===== config.mk =====
export PLATFORM = sky130hd
export DESIGN_NAME = sdac_wr_ctrl
export DESIGN_NICKNAME = d
export VERILOG_FILES = /design/src/rtl/sdac_pkg.sv /design/src/rtl/sdac_gap_timer.sv /design/src/rtl/sdac_shreg.sv /design/src/rtl/sdac_wr_ctrl.sv
export SDC_FILE = /design/constraint.sdc
export NUM_CORES = 1
export LEC_CHECK = 0
export BUFFER_PORTS_ARGS = -buffer_cell sky130_fd_sc_hd__buf_4
export CORE_MARGIN = 2
export CORE_UTILIZATION = 60
export CTS_CLUSTER_DIAMETER = 100
export DETAILED_ROUTE_END_ITERATION = 10
export PLACE_DENSITY = 0.93
export SLEW_MARGIN = 0
export SYNTH_ARGS = -nofsm -noshare
export SYNTH_HDL_FRONTEND = slang
export SYNTH_SLANG_ARGS = --single-unit

===== constraint.sdc =====
create_clock -name clk -period 3.9 [get_ports clk]
set_input_delay 0.78 -clock clk [delete_from_list [all_inputs] [get_ports clk]]
set_output_delay 0.78 -clock clk [all_outputs]
set_load 0.05 [all_outputs]

===== src/rtl/sdac_pkg.sv =====
package sdac_pkg;
    typedef enum logic [2:0] {
        ST_BOOT,
        ST_CLR,
        ST_IDLE,
        ST_LO,
        ST_HI,
        ST_LDSU,
        ST_LDLOW,
        ST_LDHOLD
    } sdac_state_e;
endpackage


===== src/rtl/sdac_gap_timer.sv =====
module sdac_gap_timer #(
    parameter int CNT_W = 4
) (
    input  logic             clk,
    input  logic             rst_n,
    input  logic             load,
    input  logic [CNT_W-1:0] load_val,
    output logic             expired
);
    logic [CNT_W-1:0] cnt_d, cnt_q;

    always_comb begin
        cnt_d = cnt_q;
        if (load)
            cnt_d = load_val;
        else if (cnt_q != '0)
            cnt_d = cnt_q - 1'b1;
    end

    always_ff @(posedge clk or negedge rst_n) begin
        if (!rst_n) cnt_q <= '0;
        else        cnt_q <= cnt_d;
    end

    assign expired = (cnt_q == '0);

    // The count only moves down between loads, so a stretch never lasts longer than its load value.
    AST_TMR_DOWN: assert property (@(posedge clk) disable iff (!rst_n)
        (!load && !expired) |=> (cnt_q < $past(cnt_q)));
endmodule


===== src/rtl/sdac_shreg.sv =====
module sdac_shreg #(
    parameter int DATA_W    = 12,
    parameter bit MSB_FIRST = 1'b1
) (
    input  logic              clk,
    input  logic              rst_n,
    input  logic              load,
    input  logic              shift,
    input  logic [DATA_W-1:0] din,
    output logic              sout
);
    logic [DATA_W-1:0] sh_d, sh_q;

    generate
        if (MSB_FIRST) begin : g_msb
            always_comb begin
                sh_d = sh_q;
                if (load)       sh_d = din;
                else if (shift) sh_d = {sh_q[DATA_W-2:0], 1'b0};
            end
            assign sout = sh_q[DATA_W-1];
        end else begin : g_lsb
            always_comb begin
                sh_d = sh_q;
                if (load)       sh_d = din;
                else if (shift) sh_d = {1'b0, sh_q[DATA_W-1:1]};
            end
            assign sout = sh_q[0];
        end
    endgenerate

    always_ff @(posedge clk or negedge rst_n) begin
        if (!rst_n) sh_q <= '0;
        else        sh_q <= sh_d;
    end

    AST_SH_NO_DOUBLE: assert property (@(posedge clk) disable iff (!rst_n)
        !(load && shift));
endmodule


===== src/rtl/sdac_wr_ctrl.sv =====
module sdac_wr_ctrl
    import sdac_pkg::*;
#(
    parameter int DATA_W      = 12,
    parameter int SCK_HI_CYC  = 5,
    parameter int SCK_LO_CYC  = 5,
    parameter int LD_SU_CYC   = 3,
    parameter int LD_W_CYC    = 3,
    parameter int LD_HOLD_CYC = 4,
    parameter int CLR_CYC     = 2
) (
    input  logic              clk,
    input  logic              rst_n,
    input  logic              wr_req,
    input  logic [DATA_W-1:0] wr_code,
    input  logic              clr_req,
    output logic              busy,
    output logic              done,
    output logic              dac_sclk,
    output logic              dac_sdo,
    output logic              dac_ld_n,
    output logic              dac_clr_n
);
    localparam int MAX_A = (SCK_HI_CYC > SCK_LO_CYC) ? SCK_HI_CYC : SCK_LO_CYC;
    localparam int MAX_B = (LD_SU_CYC > LD_W_CYC) ? LD_SU_CYC : LD_W_CYC;
    localparam int MAX_C = (LD_HOLD_CYC > CLR_CYC) ? LD_HOLD_CYC : CLR_CYC;
    localparam int MAX_AB = (MAX_A > MAX_B) ? MAX_A : MAX_B;
    localparam int MAX_ALL = (MAX_AB > MAX_C) ? MAX_AB : MAX_C;
    localparam int CNT_W = (MAX_ALL > 1) ? $clog2(MAX_ALL) : 1;
    localparam int BIT_W = (DATA_W > 2) ? $clog2(DATA_W) : 1;

    typedef struct packed {
        sdac_state_e      state;
        logic [BIT_W-1:0] bits;
        logic             sclk;
        logic             ld_n;
        logic             clr_n;
        logic             busy;
        logic             done;
    } ctl_t;

    ctl_t ctl_d, ctl_q;
    logic             tmr_load;
    logic [CNT_W-1:0] tmr_val;
    logic             tmr_exp;
    logic             sh_load;
    logic             sh_shift;

    sdac_gap_timer #(.CNT_W(CNT_W)) u_timer (
        .clk      (clk),
        .rst_n    (rst_n),
        .load     (tmr_load),
        .load_val (tmr_val),
        .expired  (tmr_exp)
    );

    sdac_shreg #(.DATA_W(DATA_W), .MSB_FIRST(1'b1)) u_shreg (
        .clk   (clk),
        .rst_n (rst_n),
        .load  (sh_load),
        .shift (sh_shift),
        .din   (wr_code),
        .sout  (dac_sdo)
    );

    always_comb begin
        ctl_d      = ctl_q;
        ctl_d.done = 1'b0;
        tmr_load   = 1'b0;
        tmr_val    = '0;
        sh_load    = 1'b0;
        sh_shift   = 1'b0;
        case (ctl_q.state)
            ST_BOOT: begin
                ctl_d.clr_n = 1'b0;
                ctl_d.state = ST_CLR;
                tmr_load    = 1'b1;
                tmr_val     = CNT_W'(CLR_CYC - 1);
            end
            ST_CLR: begin
                if (tmr_exp) begin
                    ctl_d.clr_n = 1'b1;
                    ctl_d.busy  = 1'b0;
                    ctl_d.state = ST_IDLE;
                end
            end
            ST_IDLE: begin
                if (clr_req) begin
                    ctl_d.clr_n = 1'b0;
                    ctl_d.busy  = 1'b1;
                    ctl_d.state = ST_CLR;
                    tmr_load    = 1'b1;
                    tmr_val     = CNT_W'(CLR_CYC - 1);
                end else if (wr_req) begin
                    sh_load     = 1'b1;
                    ctl_d.busy  = 1'b1;
                    ctl_d.bits  = BIT_W'(DATA_W - 1);
                    ctl_d.state = ST_LO;
                    tmr_load    = 1'b1;
                    tmr_val     = CNT_W'(SCK_LO_CYC - 1);
                end
            end
            ST_LO: begin
                if (tmr_exp) begin
                    ctl_d.sclk  = 1'b1;
                    ctl_d.state = ST_HI;
                    tmr_load    = 1'b1;
                    tmr_val     = CNT_W'(SCK_HI_CYC - 1);
                end
            end
            ST_HI: begin
                if (tmr_exp) begin
                    ctl_d.sclk = 1'b0;
                    tmr_load   = 1'b1;
                    if (ctl_q.bits != '0) begin
                        sh_shift    = 1'b1;
                        ctl_d.bits  = ctl_q.bits - 1'b1;
                        ctl_d.state = ST_LO;
                        tmr_val     = CNT_W'(SCK_LO_CYC - 1);
                    end else begin
                        ctl_d.state = ST_LDSU;
                        tmr_val     = CNT_W'(LD_SU_CYC - 1);
                    end
                end
            end
            ST_LDSU: begin
                if (tmr_exp) begin
                    ctl_d.ld_n  = 1'b0;
                    ctl_d.state = ST_LDLOW;
                    tmr_load    = 1'b1;
                    tmr_val     = CNT_W'(LD_W_CYC - 1);
                end
            end
            ST_LDLOW: begin
                if (tmr_exp) begin
                    ctl_d.ld_n  = 1'b1;
                    ctl_d.state = ST_LDHOLD;
                    tmr_load    = 1'b1;
                    tmr_val     = CNT_W'(LD_HOLD_CYC - 1);
                end
            end
            ST_LDHOLD: begin
                if (tmr_exp) begin
                    ctl_d.busy  = 1'b0;
                    ctl_d.done  = 1'b1;
                    ctl_d.state = ST_IDLE;
                end
            end
            default: ctl_d.state = ST_IDLE;
        endcase
    end

    always_ff @(posedge clk or negedge rst_n) begin
        if (!rst_n) begin
            ctl_q.state <= ST_BOOT;
            ctl_q.bits  <= '0;
            ctl_q.sclk  <= 1'b0;
            ctl_q.ld_n  <= 1'b1;
            ctl_q.clr_n <= 1'b1;
            ctl_q.busy  <= 1'b1;
            ctl_q.done  <= 1'b0;
        end else begin
            ctl_q <= ctl_d;
        end
    end

    assign busy      = ctl_q.busy;
    assign done      = ctl_q.done;
    assign dac_sclk  = ctl_q.sclk;
    assign dac_ld_n  = ctl_q.ld_n;
    assign dac_clr_n = ctl_q.clr_n;

    AST_LD_CLR_EXCL: assert property (@(posedge clk) disable iff (!rst_n)
        !(!dac_ld_n && !dac_clr_n));
    AST_NO_LD_IN_SCLK: assert property (@(posedge clk) disable iff (!rst_n)
        dac_sclk |-> dac_ld_n);
    AST_SDO_HOLD_HIGH: assert property (@(posedge clk) disable iff (!rst_n)
        dac_sclk |=> (!dac_sclk || $stable(dac_sdo)));
    AST_DONE_IDLE: assert property (@(posedge clk) disable iff (!rst_n)
        done |-> !busy);
    AST_LD_BUSY: assert property (@(posedge clk) disable iff (!rst_n)
        !dac_ld_n |-> busy);
    AST_SCLK_BUSY: assert property (@(posedge clk) disable iff (!rst_n)
        dac_sclk |-> busy);
endmodule


# Word level (Yosys, flattened, before mapping)
# Index checks and enable logic that the tools add are counted.
dict set report classes {
  addsub 2
  n_eq_ne 19
  muxes 45
  n_reduce_logical 19
}
# op n
set op_table {}
lappend op_table {{3-bit two-way mux} 13}
lappend op_table {{12-bit two-way mux} 2}
lappend op_table {{3-bit one-hot mux with 7 select lines} 1}
lappend op_table {{2-bit != test, second input constant} 10}
lappend op_table {{3-bit one-hot mux with 6 select lines} 1}
lappend op_table {{1-bit two-way mux} 14}
lappend op_table {{3-bit equality test, second input constant} 4}
lappend op_table {{2-bit nonzero test} 5}
lappend op_table {{1-bit one-hot mux with 3 select lines} 3}
lappend op_table {{3-bit AND reduction} 3}
lappend op_table {{3-bit nonzero test} 3}
lappend op_table {{2-bit two-way mux} 4}
lappend op_table {{4-bit two-way mux} 2}
lappend op_table {{8-bit two-way mux} 1}
lappend op_table {{4-bit one-hot mux with 2 select lines} 1}
lappend op_table {{7-bit two-way mux} 1}
lappend op_table {{3-bit by 2-bit equality test with 1-bit output, second input constant} 2}
lappend op_table {{3-bit logical NOT} 2}
lappend op_table {{6-bit AND reduction} 1}
lappend op_table {{5-bit AND reduction} 1}
lappend op_table {{1-bit one-hot mux with 2 select lines} 2}
lappend op_table {{4-bit AND reduction} 1}
lappend op_table {{4-bit nonzero test} 1}
lappend op_table {{4-bit OR reduction} 1}
lappend op_table {{6 further kinds} 6}
dict set report word_totals {
  register_bits 27
  output_inout_bits 6
  wordCells 94
}

# Depth between registers and ports, before layout
dict set report depth {
  ltp_word 6
  mapped_depth 8
  depth_no_buf 7
}

# Hierarchy
# A second synthesis with hierarchy kept.
dict set report unflattened {
  hier_cells 161
  hier_area_um2 1581.5
}
# module n_inst cells_per_inst area_each_um2 seq_area_each_um2
set modules_own_cells {}
lappend modules_own_cells {sdac_wr_ctrl 1 89 834.6 304.0}
lappend modules_own_cells {sdac_shreg 1 51 546.8 300.3}
lappend modules_own_cells {sdac_gap_timer 1 21 200.2 75.1}

# Least setup slack after synthesis
# OpenSTA, ideal clock, no wires.
dict set report synth_path {
  path_kind {input-to-reg}
  start {input port clr_req}
  end {register u_shreg.sh_q[5]}
  setup_time_ps 119
  arrival_ps 1556
  required_ps 3781
  slack_ps 2225
  cell_stages 7
  path_buffers 2
  cell_sequence {nor2_1 and3_1 buf_2 nor2_4 buf_6 nand2_1 o21ai_2}
}
dict set report synth_between {
  elab_chain_cells 3
  elab_cells_between_ends 4
  classes_between {mux: 3; reduce/logical: 1}
}
# item line_no
set synth_rtl {}
lappend synth_rtl {{from (decl)} sdac_wr_ctrl.sv:16} ;# input logic clr_req,
lappend synth_rtl {{1-bit two-way mux (*)} sdac_wr_ctrl.sv:88} ;# if (clr_req) begin
lappend synth_rtl {{1-bit two-way mux (*)} sdac_wr_ctrl.sv:73} ;# case (ctl_q.state)
lappend synth_rtl {{12-bit two-way mux or 2-bit nonzero test (tied branches)} --}
lappend synth_rtl {{to (signal assigned)} sdac_shreg.sv:33} ;# if (!rst_n) sh_q <= '0;
lappend synth_rtl {{to (signal assigned)} sdac_shreg.sv:34} ;# else sh_q <= sh_d;
lappend synth_rtl {{to (decl)} sdac_shreg.sv:12} ;# logic [DATA_W-1:0] sh_d, sh_q;
# Every way passes the cells marked *; elsewhere a longest branch is shown, timed or not.
# A chain may end at the register's enable or synchronous reset.

# Final worst setup path
dict set report layout_path {
  start {register ctl_q[11] (netlist name)}
  end {register u_shreg.sh_q[0]}
}
dict set report layout_between {
  elab_chain_cells 3
  elab_cells_between_ends 6
  classes_between {eq/ne: 2; mux: 3; reduce/logical: 1}
}
# item line_no
set layout_rtl {}
lappend layout_rtl {{from (decl)} sdac_wr_ctrl.sv:42} ;# ctl_t ctl_d, ctl_q;
lappend layout_rtl {{from (signal assigned)} sdac_wr_ctrl.sv:163} ;# ctl_q <= ctl_d;
lappend layout_rtl {{3-bit by 2-bit equality test with 1-bit output or 3-bit equality test (tied branches)} sdac_wr_ctrl.sv:73}
lappend layout_rtl {{1-bit two-way mux} sdac_wr_ctrl.sv:73}
lappend layout_rtl {{12-bit two-way mux or 2-bit nonzero test (tied branches)} --}
# Several ways; a longest one is shown, not always the timed one.

==> impl_metrics.yaml <==
outcome:
  status: "completed"
place:
  dpl.cell_count: 196
  portBuffers: 21
  place.gp.congestion: 0.929
  place_ws_ns: 1.77
  dp_hpwl_mm: 1.99
logic_synthesis:
  synth_edf_count: 0
  yosysTopAreaCell: "dfrtp_1"
  synth_flop_cell: "dfrtp_1"
  yosys_warnings: 0
  synth_top_family_by_area: "compound AO/OA/AOI/OAI gates"
  yosysSeqAreaShare_pct: 45.0
  synthAdderAreaFrac_pct: 3.32
  async_flop_share_pct: 100
  synthesis.instances: 155
  ys_ff_latch: 27
  avgSynthCellArea_sq_um: 9.74
  synthXorXnorAreaFrac_pct: 1.74
  syn_nets: 175
  synth-simple-area-share_pct: 14.6
  synth_top_area_share_pct: 39.8
  muxShareOfSynthArea_pct: 9.29
  synth_compound_area_share_pct: 20.1
  ys_types: 39
  netlist_area_sq_um: 1510
  synthTopCellsByArea: "dfrtp_1 (40%), mux2i_1 (9.3%), dfstp_2 (5.2%)"
die:
  die_h_microns: 54.2
  ios: 22
  die_x_microns: 54.2
  coreArea_sq_um: 2430
  row_count: 18
  dieArea_sq_um: 2930
  initial_core_util_pct: 62.0
route:
  drc: 0
  drt_first_pass_iters: 4
  wl_mm: 2.80
  ant_nets: 0
  drt_iter0_markers: 20
  wire_per_inst_microns: 14.0
  detail_route.vias_per_cell: 5.85
  vias: 1169
sta:
  slew_violations: 0
  clock.fmax_mhz: 495
  fin_skew_ns: 0.00279
  tns_ns: 0
  fin_ws_ns: 1.88
  rsz0062_at_grt: "no"
  worst_pin_slew_ns: 0.713
  setup_viol: 0
  finalCritPeriodShare_pct: 51.8
  finalHoldViolCount: 0
  period_minus_slack_ns: 2.02
  slew_headroom_pct: 52.4
clock_tree:
  cts_setup_buffers: 0
  clockRootBuffer: "clkbuf_4"
  cts_tree: "yes"
  cts_resized: 0
  max-clock-path-buffers: 2
  numCtsBuffers: 3
  clkTransAtPathRegs_ns: 0.14
  h-tree-depth: 1
  clock_latency_ns: 0.32
  clock-sinks: 27
  ctsHoldBuffers: 0
finish:
  diodes: 0
  finalNonFillerCells: 200
  area_delta_synth_final_pct: 10.3
  layout-drive-gt1-share_pct: 23.5
  layout.nets: 191
worst_setup_path:
  regToRegSetupSlack_ns: 1.88
  slowest_delay_ns: 0.74
  worstPathRequired_ns: 4.12
  worstPathArrival_ns: 2.24
  crit_buf_inv: 0
  path_delay_family: "flip-flops"
  cpMaxStageDelayCell: "dfrtp_1"
  cp-end-kind: "register"
  r2r_cells: 4
  crit_chain: "nand3b_1, a211oi_4, nor2_4, a22o_1"
  crit_type: "reg2reg"
  r2r_start: "ctl_q[11]"
  rr_endpoint: "u_shreg.sh_q[0]"
  startpoint_type: "register"
  crit_fanout: 22
grt:
  grt_pass1_wl_mm: 4.89
  grt.total_usage_pct: 23.0
  top_usage_layer: "met2"
  overflow: 0
  antenna_found_initial: 0
  grt_pass1_vias: 1108
  met1_usage_pct: 30.2
  grt_max_degree: 28
  gr-usage-met3_pct: 2.50
  grt_util_met2_pct: 39.4
power:
  p_leak_uw: 0.000819
  ir_drop_mv: 0.189
  powerDensity_nw_per_um2: 253
  power_uw: 421
min_path:
  min_path_type: "in2async"
flow_run:
  max_cap_violations: 0
==> Yosys cell counts (2+ instances only) <==
cell	instances
o21ai_0	15
a22o_1	3
buf_6	3
clkbuf_1	4
dfstp_2	3
nor2_1	13
o21ai_1	2
nand2_1	19
o21ai_2	9
mux2i_1	14
dfrtp_1	24
nor3_1	3
ha_1	4
o211ai_1	2
a21oi_1	5
inv_1	6
xor2_1	2
nor2b_1	3
==> cell families after synthesis <==
kind of cell / count (synthesis)
buffers and inverters: 16
muxes: 14
AOI/OAI and AO/OA: 44
and+or+nand+nor: 47
adders and majority gates: 4
DFF: 27
xor gates and xnor gates: 3
==> how the worst max path moves through the flow <==
stage / startpoint / endpoint / slack, ns / depth (start not counted)
3_3_place_gp: clr_req / ctl_q[6] / 1.81 / 5
2_1_floorplan: clr_req / u_shreg.sh_q[5] / 2.22 / 7
3_5_place_dp: clr_req / ctl_q[6] / 1.77 / 5
4_1_cts: ctl_q[11] / ctl_q[6] / 1.91 / 4
6_report: ctl_q[11] / u_shreg.sh_q[0] / 1.88 / 4
5_1_grt: ctl_q[11] / ctl_q[6] / 1.73 / 4
==> layout make-up <==
cell class                      count  area, sq um
Fill cell                         190          768
Multi-Input combinational cell    112          741
Sequential cell                    27          679
Timing Repair Buffer               21          158
Tap cell                           30         37.5
Clock buffer                        4         26.3
Inverter                            6         22.5
==> placed cells by master (no fill, tap or decap) <==
master and n:
a211oi_1 1, a211oi_4 1, a21boi_0 1, a21o_1 1, a21oi_1 5, a22o_1 3
a22oi_1 1, a311oi_1 1, a32oi_1 1, and2_1 1, and3_1 1, buf_4 21
clkbuf_1 1, clkbuf_4 3, dfrtp_1 24, dfstp_2 3, ha_1 4, inv_1 6
mux2i_1 14, nand2_1 19, nand2b_1 1, nand3_1 1, nand3b_1 1, nand4_1 1
nor2_1 13, nor2_4 1, nor2b_1 3, nor2b_2 1, nor3_1 3, o211ai_1 2
o21ai_0 15, o21ai_1 2, o21ai_2 9, o22ai_1 1, or2_4 1, xnor2_1 1
xor2_1 2
==> stage by stage <==
step,area [sq um],hold slack [ns],util (%)
after detailed placement,1640,0.470,67.3
final,1660,0.347,68.4
after floorplan,1510,0.451,-
after global placement,1640,0.462,67.3
after CTS,1660,0.347,68.4
after global routing,1660,0.346,68.4
==> sequential cells by signal (all words and copies together) (netlist names) <==
signal	cells
busy	1
dac_clr_n	1
dac_sclk	1
dac_ld_n	1
u_timer.cnt_q	3
done	1
ctl_q	7
u_shreg.sh_q	12
==> per-layer routing <==
metal  vias to the layer above  share of wire [%]
met5                         -                  0
met4                         0               0.89
met3                         4                5.0
met2                        40                 49
met1                       555                 45
li1                        570                  -
==> power breakdown <==
part / internal, uW / total, uW / switching (uW)
clock: 40.0 / 121 / 81.0
sequential: 280 / 280 / 0
combinational: 10.3 / 19.5 / 9.17
total: 331 / 421 / 90.2
==> worst reg2reg max path, delay by kind of cell (launching register included) <==
family | cells | cell delay, ns
AOI/OAI and AO/OA | 2 | 0.71
DFF | 1 | 0.74
and+or+nand+nor | 2 | 0.47
(Power assumes the default switching activity.)
